`src/rtl/wdt_pkg.sv`:
```
package wdt_pkg;

    typedef enum logic [2:0] {
        WD_BOOT      = 3'd0,
        WD_RUN       = 3'd1,
        WD_FLT_PULSE = 3'd2,
        WD_FLT_HOLD  = 3'd3,
        WD_OFF       = 3'd4
    } wd_state_e;

    localparam logic [1:0] MODE_A   = 2'b00;
    localparam logic [1:0] MODE_OFF = 2'b01;
    localparam logic [1:0] MODE_B   = 2'b10;
    localparam logic [1:0] MODE_C   = 2'b11;

endpackage

```
`src/rtl/wdt_trig_edge.sv`:
```
module wdt_trig_edge #(
    parameter int SYNC_STAGES = 2
) (
    input  logic clk_i,
    input  logic rst_ni,
    input  logic trig_i,
    output logic edge_o
);

    typedef struct packed {
        logic [SYNC_STAGES-1:0] sync;
        logic                   last;
    } edge_t;

    edge_t q, d;
    logic [SYNC_STAGES-1:0] shifted;

    generate
        if (SYNC_STAGES > 1) begin : g_chain
            assign shifted = {q.sync[SYNC_STAGES-2:0], trig_i};
        end else begin : g_single
            assign shifted = trig_i;
        end
    endgenerate

    always_comb begin
        d      = q;
        d.sync = shifted;
        d.last = q.sync[SYNC_STAGES-1];
    end

    always_ff @(posedge clk_i or negedge rst_ni) begin
        if (!rst_ni) q <= '0;
        else         q <= d;
    end

    assign edge_o = q.sync[SYNC_STAGES-1] & ~q.last;

    // a synchronized edge lasts exactly one cycle
    a_r2_edge_single: assert property (@(posedge clk_i) disable iff (!rst_ni)
        edge_o |=> !edge_o);

endmodule

```
`src/rtl/wdt_limit_sel.sv`:
```
module wdt_limit_sel
    import wdt_pkg::*;
#(
    parameter int CW     = 32,
    parameter int TMO_A  = 16,
    parameter int TMO_B  = 24,
    parameter int TMO_C  = 32,
    parameter bit WIN_EN = 1'b1
) (
    input  logic [1:0]    mode_i,
    output logic [CW-1:0] limit_o,
    output logic [CW-1:0] low_o
);

    localparam logic [CW-1:0] LIM_A = CW'(TMO_A);
    localparam logic [CW-1:0] LIM_B = CW'(TMO_B);
    localparam logic [CW-1:0] LIM_C = CW'(TMO_C);
    localparam logic [CW-1:0] LOW_A = CW'(TMO_A / 4);
    localparam logic [CW-1:0] LOW_B = CW'(TMO_B / 4);
    localparam logic [CW-1:0] LOW_C = CW'(TMO_C / 4);

    always_comb begin
        case (mode_i)
            MODE_B:  limit_o = LIM_B;
            MODE_C:  limit_o = LIM_C;
            default: limit_o = LIM_A;
        endcase
    end

    generate
        if (WIN_EN) begin : g_window
            always_comb begin
                case (mode_i)
                    MODE_B:  low_o = LOW_B;
                    MODE_C:  low_o = LOW_C;
                    default: low_o = LOW_A;
                endcase
            end
        end else begin : g_no_window
            assign low_o = '0;
        end
    endgenerate

endmodule

```
`src/rtl/wdt_fsm.sv`:
```
module wdt_fsm
    import wdt_pkg::*;
#(
    parameter int CW        = 32,
    parameter int BOOT_CYC  = 40,
    parameter int PULSE_CYC = 5
) (
    input  logic          clk_i,
    input  logic          rst_ni,
    input  logic          edge_i,
    input  logic [1:0]    mode_i,
    input  logic          latch_en_i,
    input  logic [CW-1:0] limit_i,
    input  logic [CW-1:0] low_i,
    output logic          wdo_n_o
);

    localparam logic [CW-1:0] BOOT_LAST  = CW'(BOOT_CYC - 1);
    localparam logic [CW-1:0] PULSE_LAST = CW'(PULSE_CYC - 1);
    localparam logic [CW-1:0] PULSE_LIM  = CW'(PULSE_CYC);

    typedef struct packed {
        wd_state_e     st;
        logic [CW-1:0] cnt;
        logic          wdo_n;
    } fsm_t;

    fsm_t q, d;
    logic [CW-1:0] cnt_inc;
    logic          fault;

    assign cnt_inc = (&q.cnt) ? q.cnt : q.cnt + CW'(1);

    always_comb begin
        d     = q;
        fault = 1'b0;
        if (q.st == WD_FLT_HOLD) begin
            d.st = WD_FLT_HOLD;
        end else if (mode_i == MODE_OFF) begin
            d.st  = WD_OFF;
            d.cnt = '0;
        end else begin
            case (q.st)
                WD_OFF: begin
                    d.st  = WD_RUN;
                    d.cnt = '0;
                end
                WD_BOOT: begin
                    if (edge_i) begin
                        d.st  = WD_RUN;
                        d.cnt = '0;
                    end else if (q.cnt >= BOOT_LAST) begin
                        fault = 1'b1;
                    end else begin
                        d.cnt = cnt_inc;
                    end
                end
                WD_RUN: begin
                    if (edge_i) begin
                        if (q.cnt < low_i) fault = 1'b1;
                        else               d.cnt = '0;
                    end else if (q.cnt >= limit_i - CW'(1)) begin
                        fault = 1'b1;
                    end else begin
                        d.cnt = cnt_inc;
                    end
                end
                WD_FLT_PULSE: begin
                    if (q.cnt >= PULSE_LAST) begin
                        d.st  = WD_BOOT;
                        d.cnt = '0;
                    end else begin
                        d.cnt = cnt_inc;
                    end
                end
                default: begin
                    d.st  = WD_BOOT;
                    d.cnt = '0;
                end
            endcase
        end
        if (fault) begin
            d.st  = latch_en_i ? WD_FLT_HOLD : WD_FLT_PULSE;
            d.cnt = '0;
        end
        d.wdo_n = !((d.st == WD_FLT_PULSE) || (d.st == WD_FLT_HOLD));
    end

    always_ff @(posedge clk_i or negedge rst_ni) begin
        if (!rst_ni) begin
            q.st    <= WD_BOOT;
            q.cnt   <= '0;
            q.wdo_n <= 1'b1;
        end else begin
            q <= d;
        end
    end

    assign wdo_n_o = q.wdo_n;

    // a latched fault persists and keeps the output low
    a_r9_latch_hold: assert property (@(posedge clk_i) disable iff (!rst_ni)
        (q.st == WD_FLT_HOLD) |=> (q.st == WD_FLT_HOLD && !wdo_n_o));

    // disable code forces the output inactive unless latched
    a_r5_off_high: assert property (@(posedge clk_i) disable iff (!rst_ni)
        (mode_i == MODE_OFF && q.st != WD_FLT_HOLD) |=> wdo_n_o);

    // the pulse counter stays within the pulse width
    a_r8_pulse_bound: assert property (@(posedge clk_i) disable iff (!rst_ni)
        (q.st == WD_FLT_PULSE) |-> (q.cnt < PULSE_LIM));

    // a trigger during the grace period starts monitoring
    a_r3_boot_exit: assert property (@(posedge clk_i) disable iff (!rst_ni)
        (q.st == WD_BOOT && edge_i && mode_i != MODE_OFF) |=> (q.st == WD_RUN && q.cnt == '0));

    // leaving the disable code starts monitoring
    a_r6_off_exit: assert property (@(posedge clk_i) disable iff (!rst_ni)
        (q.st == WD_OFF && mode_i != MODE_OFF) |=> (q.st == WD_RUN));

endmodule

```
`src/rtl/wdt_boot_guard.sv`:
```
module wdt_boot_guard #(
    parameter int CNT_W       = 32,
    parameter int BOOT_CYC    = 1_250_000_000,
    parameter int TMO_A       = 12_500_000,
    parameter int TMO_B       = 125_000_000,
    parameter int TMO_C       = 250_000_000,
    parameter int PULSE_CYC   = 125_000,
    parameter bit WIN_EN      = 1'b1,
    parameter int SYNC_STAGES = 2
) (
    input  logic       clk_i,
    input  logic       rst_ni,
    input  logic       trig_i,
    input  logic [1:0] mode_i,
    input  logic       latch_en_i,
    output logic       wdo_n_o
);

    logic             trig_edge;
    logic [CNT_W-1:0] limit;
    logic [CNT_W-1:0] low;

    wdt_trig_edge #(
        .SYNC_STAGES(SYNC_STAGES)
    ) u_edge (
        .clk_i (clk_i),
        .rst_ni(rst_ni),
        .trig_i(trig_i),
        .edge_o(trig_edge)
    );

    wdt_limit_sel #(
        .CW    (CNT_W),
        .TMO_A (TMO_A),
        .TMO_B (TMO_B),
        .TMO_C (TMO_C),
        .WIN_EN(WIN_EN)
    ) u_limit (
        .mode_i (mode_i),
        .limit_o(limit),
        .low_o  (low)
    );

    wdt_fsm #(
        .CW       (CNT_W),
        .BOOT_CYC (BOOT_CYC),
        .PULSE_CYC(PULSE_CYC)
    ) u_fsm (
        .clk_i     (clk_i),
        .rst_ni    (rst_ni),
        .edge_i    (trig_edge),
        .mode_i    (mode_i),
        .latch_en_i(latch_en_i),
        .limit_i   (limit),
        .low_i     (low),
        .wdo_n_o   (wdo_n_o)
    );

endmodule

```
`config.mk`:
```
export PLATFORM = sky130hd
export DESIGN_NAME = wdt_boot_guard
export DESIGN_NICKNAME = d
export VERILOG_FILES = /design/src/rtl/wdt_pkg.sv /design/src/rtl/wdt_trig_edge.sv /design/src/rtl/wdt_limit_sel.sv /design/src/rtl/wdt_fsm.sv /design/src/rtl/wdt_boot_guard.sv
export SDC_FILE = /design/constraint.sdc
export NUM_CORES = 1
export LEC_CHECK = 0
export CORE_AREA = 4 4 81 83
export DETAILED_ROUTE_END_ITERATION = 6
export DIE_AREA = 0 0 85 87
export PLACE_DENSITY = 0.81
export SLEW_MARGIN = 20
export SYNTH_ARGS = -nofsm -noshare
export SYNTH_HDL_FRONTEND = slang
export SYNTH_SLANG_ARGS = --single-unit
```
`constraint.sdc`:
```
create_clock -name clk_i -period 2.9 [get_ports clk_i]
set_clock_uncertainty 0.2 [all_clocks]
set_input_delay 0.435 -clock clk_i [delete_from_list [all_inputs] [get_ports clk_i]]
set_output_delay 0.435 -clock clk_i [all_outputs]
set_load 0.03 [all_outputs]
```
==> impl.org <==
** Setup path
- STA classifies the critical path startpoint as a flip-flop.
- Data on the critical path is required at its endpoint by 2910 ps.
- In this run the critical register-to-register path is launched from u_fsm.q[18]$_DFFE_PN0P_.
- In this run the worst path has a maximum fanout of 11.
- Data arrives at the worst endpoint at 3100 ps.
- Across all register-to-register paths, the minimum setup slack is -190 ps.
- The worst setup path is captured at a flip-flop.
- R2R depth :: 9
- Slowest library cell on the worst path :: dfrtp_1
- Critical path start-end classification :: flip-flop to flip-flop
- In this design, the stage delay of the slowest critical-path cell is 560 ps.
- End of the worst register-to-register path :: u_fsm.q[29]$_DFFE_PN0P_
- CP Cell Sequence :: nor4_1, nand2_1, a31oi_1, o21ai_1, a31oi_4, buf_6, buf_16, nand2_8, o31ai_4

** Timing
- Across all setup checks in the final design, the least slack found is -190.4 ps.
- Final count of hold timing violations :: 0
- Setup repair after global routing missed its margin :: true
- Setup-failing EPs final :: 28
- Headroom to the max-slew limit came out at 39.25%.
- Minimum period implied by the final worst setup slack :: 3090 ps
- Least-Margin Pin Slew :: 911.2 ps
- Share of the clock period used by the worst path after layout :: 106.6%
- The tightest hold path in the finished design has a slack of 66.00 ps.
- Max Clk Rate :: 0.3236 GHz
- Final max-slew violation count :: 0

** Floorplan
- The die is 87 um tall.
- The initial utilization of the core area, before any placement, comes to 55.56%.
- Standard-cell rows :: 28
- Die outline width :: 85 um
- The core region is 5851 um2.
- Pin placement for this block handled 7 I/O pins.
- Area of the die :: 7395 um2

** GRT
- The number of global-route vias before repair is 3478.
- The initial antenna violation count came to 0.
- Grt met1 use :: 35.33%
- GR met3 Demand/Resource :: 4.636%
- For met2 alone, demand over resource in global routing was 51.98%.
- The layer flagged by global routing as most heavily used is met2.
- All-Layer GR Usage :: 29.41%
- The total overflow left after global routing is 0.
- The first global-routing pass estimated 17.19 mm of wire.
- Pin count of the biggest net entering global routing :: 40

** Yosys
- Sequential area share after synthesis :: 30.06%
- For this run, the leading register cell type out of synthesis is dfrtp_1.
- Post-synth EDFFs :: 0
- Summed instance area of the synthesized netlist :: 3251 um2
- Number of distinct standard cells referenced by the synthesized netlist :: 52
- A synthesized cell averages 8.554 um2.
- Synthesis handed over a netlist of 380 instances.
- Mapped Nets :: 425
- Counting flops with an async set or reset pin after synthesis yields a share of 100.0%.
- In this run, synthesis produced a sequential element count of 39.
- The Yosys step of the flow raised 0 warnings.

** Power and ir drop
- Combinational logic burns 47.1% of the power.
- The clock network burns 21.6% of the power.
- Sw Pwr :: 693.5 uW
- PD cells :: 437.9 nW/um2
- Switch share :: 35.70%
- Total leakage power :: 0.001997 uW
- Sequential cells burn 31.3% of the power.
- Internal Dissipation :: 1249 uW
- Across the VDD grid, the largest voltage drop is 0.4072 mV.

** CTS
- Max clock buf depth :: 2
- Register clock-pin slew on the reported worst setup and hold paths :: 80 ps
- Total CTS buffers :: 5
- Library cell used as clock root buffer :: clkbuf_8
- TritonCTS clock tree :: done
- CTS H-tree depth :: 2
- The clock reaches the later pin of the worst-skew pair after 300 ps.
- Clock tree synthesis found a total of 39 sinks.

** Placed design
- Summed over all nets, the half-perimeter wirelength after detailed placement is 6.771 mm.
- In this run the cell area measured after placement is 3786 um2.
- The congestion estimate from routability-driven global placement came to 0.9802.
- Number of I/O port buffers :: 6

** Finish
- Most common cell after layout, fill and taps aside :: buf_4
- Compared with the post-synthesis result, the final layout area differs by 36.45%.
- Fraction of final layout cells with drive strength greater than 1 :: 30.50%
- The repair_antennas step left the layout with diodes totalling 0.
- Non-Filler Cell Area, Final :: 4436 um2
- After filler insertion, the fill cell instance count of the layout stands at 361.
- In the layout the commonest cells are buf_4, dfrtp_1, nand2_1.
- The final layout contains 503 nets.

** Detailed routing
- After detailed routing, the number of vias per cell comes to 6.895.
- Dividing the detail-routed wire length by the instance count gives 21.92 um.
- Antenna Violating Nets Remaining :: 0
- Total iterations of the first detailed-routing run :: 6
- Drc violations :: 0
- Wire length after detailed routing :: 11.71 mm
- Detailed-route via count :: 3682
- In this run, the number of DRC markers left after iteration 0 of detailed routing was 421.

** Run status
- Status :: finished with violations
- Failing checks :: negative setup slack

** Job
- Max-cap check violation count :: 0

** Min path
- Hold Path Class :: input port to asynchronous set/reset pin
[power by group through the flow]
stage          sequential, uW  clock (uW)  combinational (uW)
5_1_grt                   609         445                 958
6_report                  607         420                 916
3_5_place_dp              617           0                 582
2_1_floorplan             637           0                 351
4_1_cts                   606         421                 796
3_3_place_gp              615           0                 559
[synthesized netlist by cell type (2+ instances only)]
library cell	n	share of area, %
nand3b_1	4	0.92
and4_1	2	0.54
inv_1	8	0.92
nand4_1	20	3.8
ha_1	39	15
a221o_1	6	1.8
nor3_1	9	1.4
nor4_1	5	0.96
nand2_1	39	4.5
o311ai_0	2	0.54
clkbuf_1	12	1.4
nand2b_1	6	1.2
a211oi_1	8	1.8
conb_1	2	0.23
buf_4	2	0.46
a21oi_1	27	4.2
nand4b_1	2	0.54
a2111oi_0	2	0.54
and3_1	12	2.3
a211o_1	3	0.81
o21ai_0	12	1.8
and2_1	5	0.96
a31oi_1	6	1.2
a22oi_1	3	0.69
nor2b_1	3	0.58
a21o_1	5	1.2
dfrtp_1	38	29
or4_1	3	0.69
o211ai_1	5	1.2
buf_6	4	1.4
nand3_1	28	4.3
a22o_1	3	0.81
o31ai_1	2	0.46
nor2_1	27	3.1
o21a_1	4	0.92
mux2i_1	6	1.8
[flip-flops by register name, summed over array words and instances, names as in the netlist]
register / cells
u_edge.q: 1
u_fsm.wdo_n_o: 1
u_fsm.q: 35
u_edge.d: 2
[kinds of logic (layout without fill, tap and decap cells)]
family	Yosys count	count (layout)	share of synthesized area, %
muxes	6	6	1.848
adders and majority gates	39	39	15.01
DFF	39	39	30.06
xor gates and xnor gates	1	1	0.2695
AOI/OAI and AO/OA	96	96	21.09
other	2	2	0.2310
buffers and inverters	27	106	4.272
and+or+nand+nor	170	170	27.21
[worst max-delay path by stage]
stage | startpoint | to | slack, ps | depth (start not counted)
3_5_place_dp | mode_i[1] | u_fsm.q[5]$_DFFE_PN0P_ | -780 | 12
2_1_floorplan | mode_i[0] | u_fsm.q[9]$_DFFE_PN0P_ | 40 | 10
5_1_grt | u_fsm.q[16]$_DFFE_PN0P_ | u_fsm.q[29]$_DFFE_PN0P_ | -220 | 10
3_3_place_gp | mode_i[1] | u_fsm.q[6]$_DFFE_PN0P_ | -610 | 12
4_1_cts | u_fsm.q[31]$_DFFE_PN0P_ | u_fsm.q[29]$_DFFE_PN0P_ | -9 | 9
6_report | u_fsm.q[18]$_DFFE_PN0P_ | u_fsm.q[29]$_DFFE_PN0P_ | -190 | 9
[metrics by stage]
step / instances / utilization, % / setup slack [ps] / TNS [ps] / total power [uW]
floorplan: 380 / - / 44.01 / 0 / 987.8
global placement: 506 / 64.71 / -608.0 / -17560 / 1174
detailed placement: 506 / 64.71 / -784.0 / -22590 / 1199
CTS: 529 / 72.56 / -9.079 / -9.079 / 1824
global route: 534 / 75.81 / -220.3 / -4080 / 2012
finish: 534 / 75.81 / -190.4 / -2597 / 1942
[what timing repair did]
item	in CTS	in global routing
resized for setup	49	27
cloned	3	1
buffers inserted	12	4
endpoints found under the setup margin	34	32
pin swaps	14	8
hold buffers	0	0
hold endpoints to repair	0	0
[final cells by class]
class,instances,area [um2],share of cell area [%]
tap,75,93.84,2.116
timing repair buffer,90,800.8,18.05
multi-input combinational,314,2426,54.70
sequential,39,978.4,22.06
clock buffer,7,96.34,2.172
clock inverter,1,7.507,0.1693
inverter,8,32.53,0.7334
[metal layers]
layer	up-vias	share of wire [%]
met5	-	0
met4	0	6.0
met3	78	9.1
met2	272	49
met1	1722	36
li1	1610	-
[critical path, delay by kind of cell, from the launching register on]
kind	cells	cell delay, ps
flip-flops	1	560
AND/OR/NAND/NOR	3	630
AO/OA/AOI/OAI	4	1280
buffers and inverters	2	330
Power figures use the tool's default switching activity.
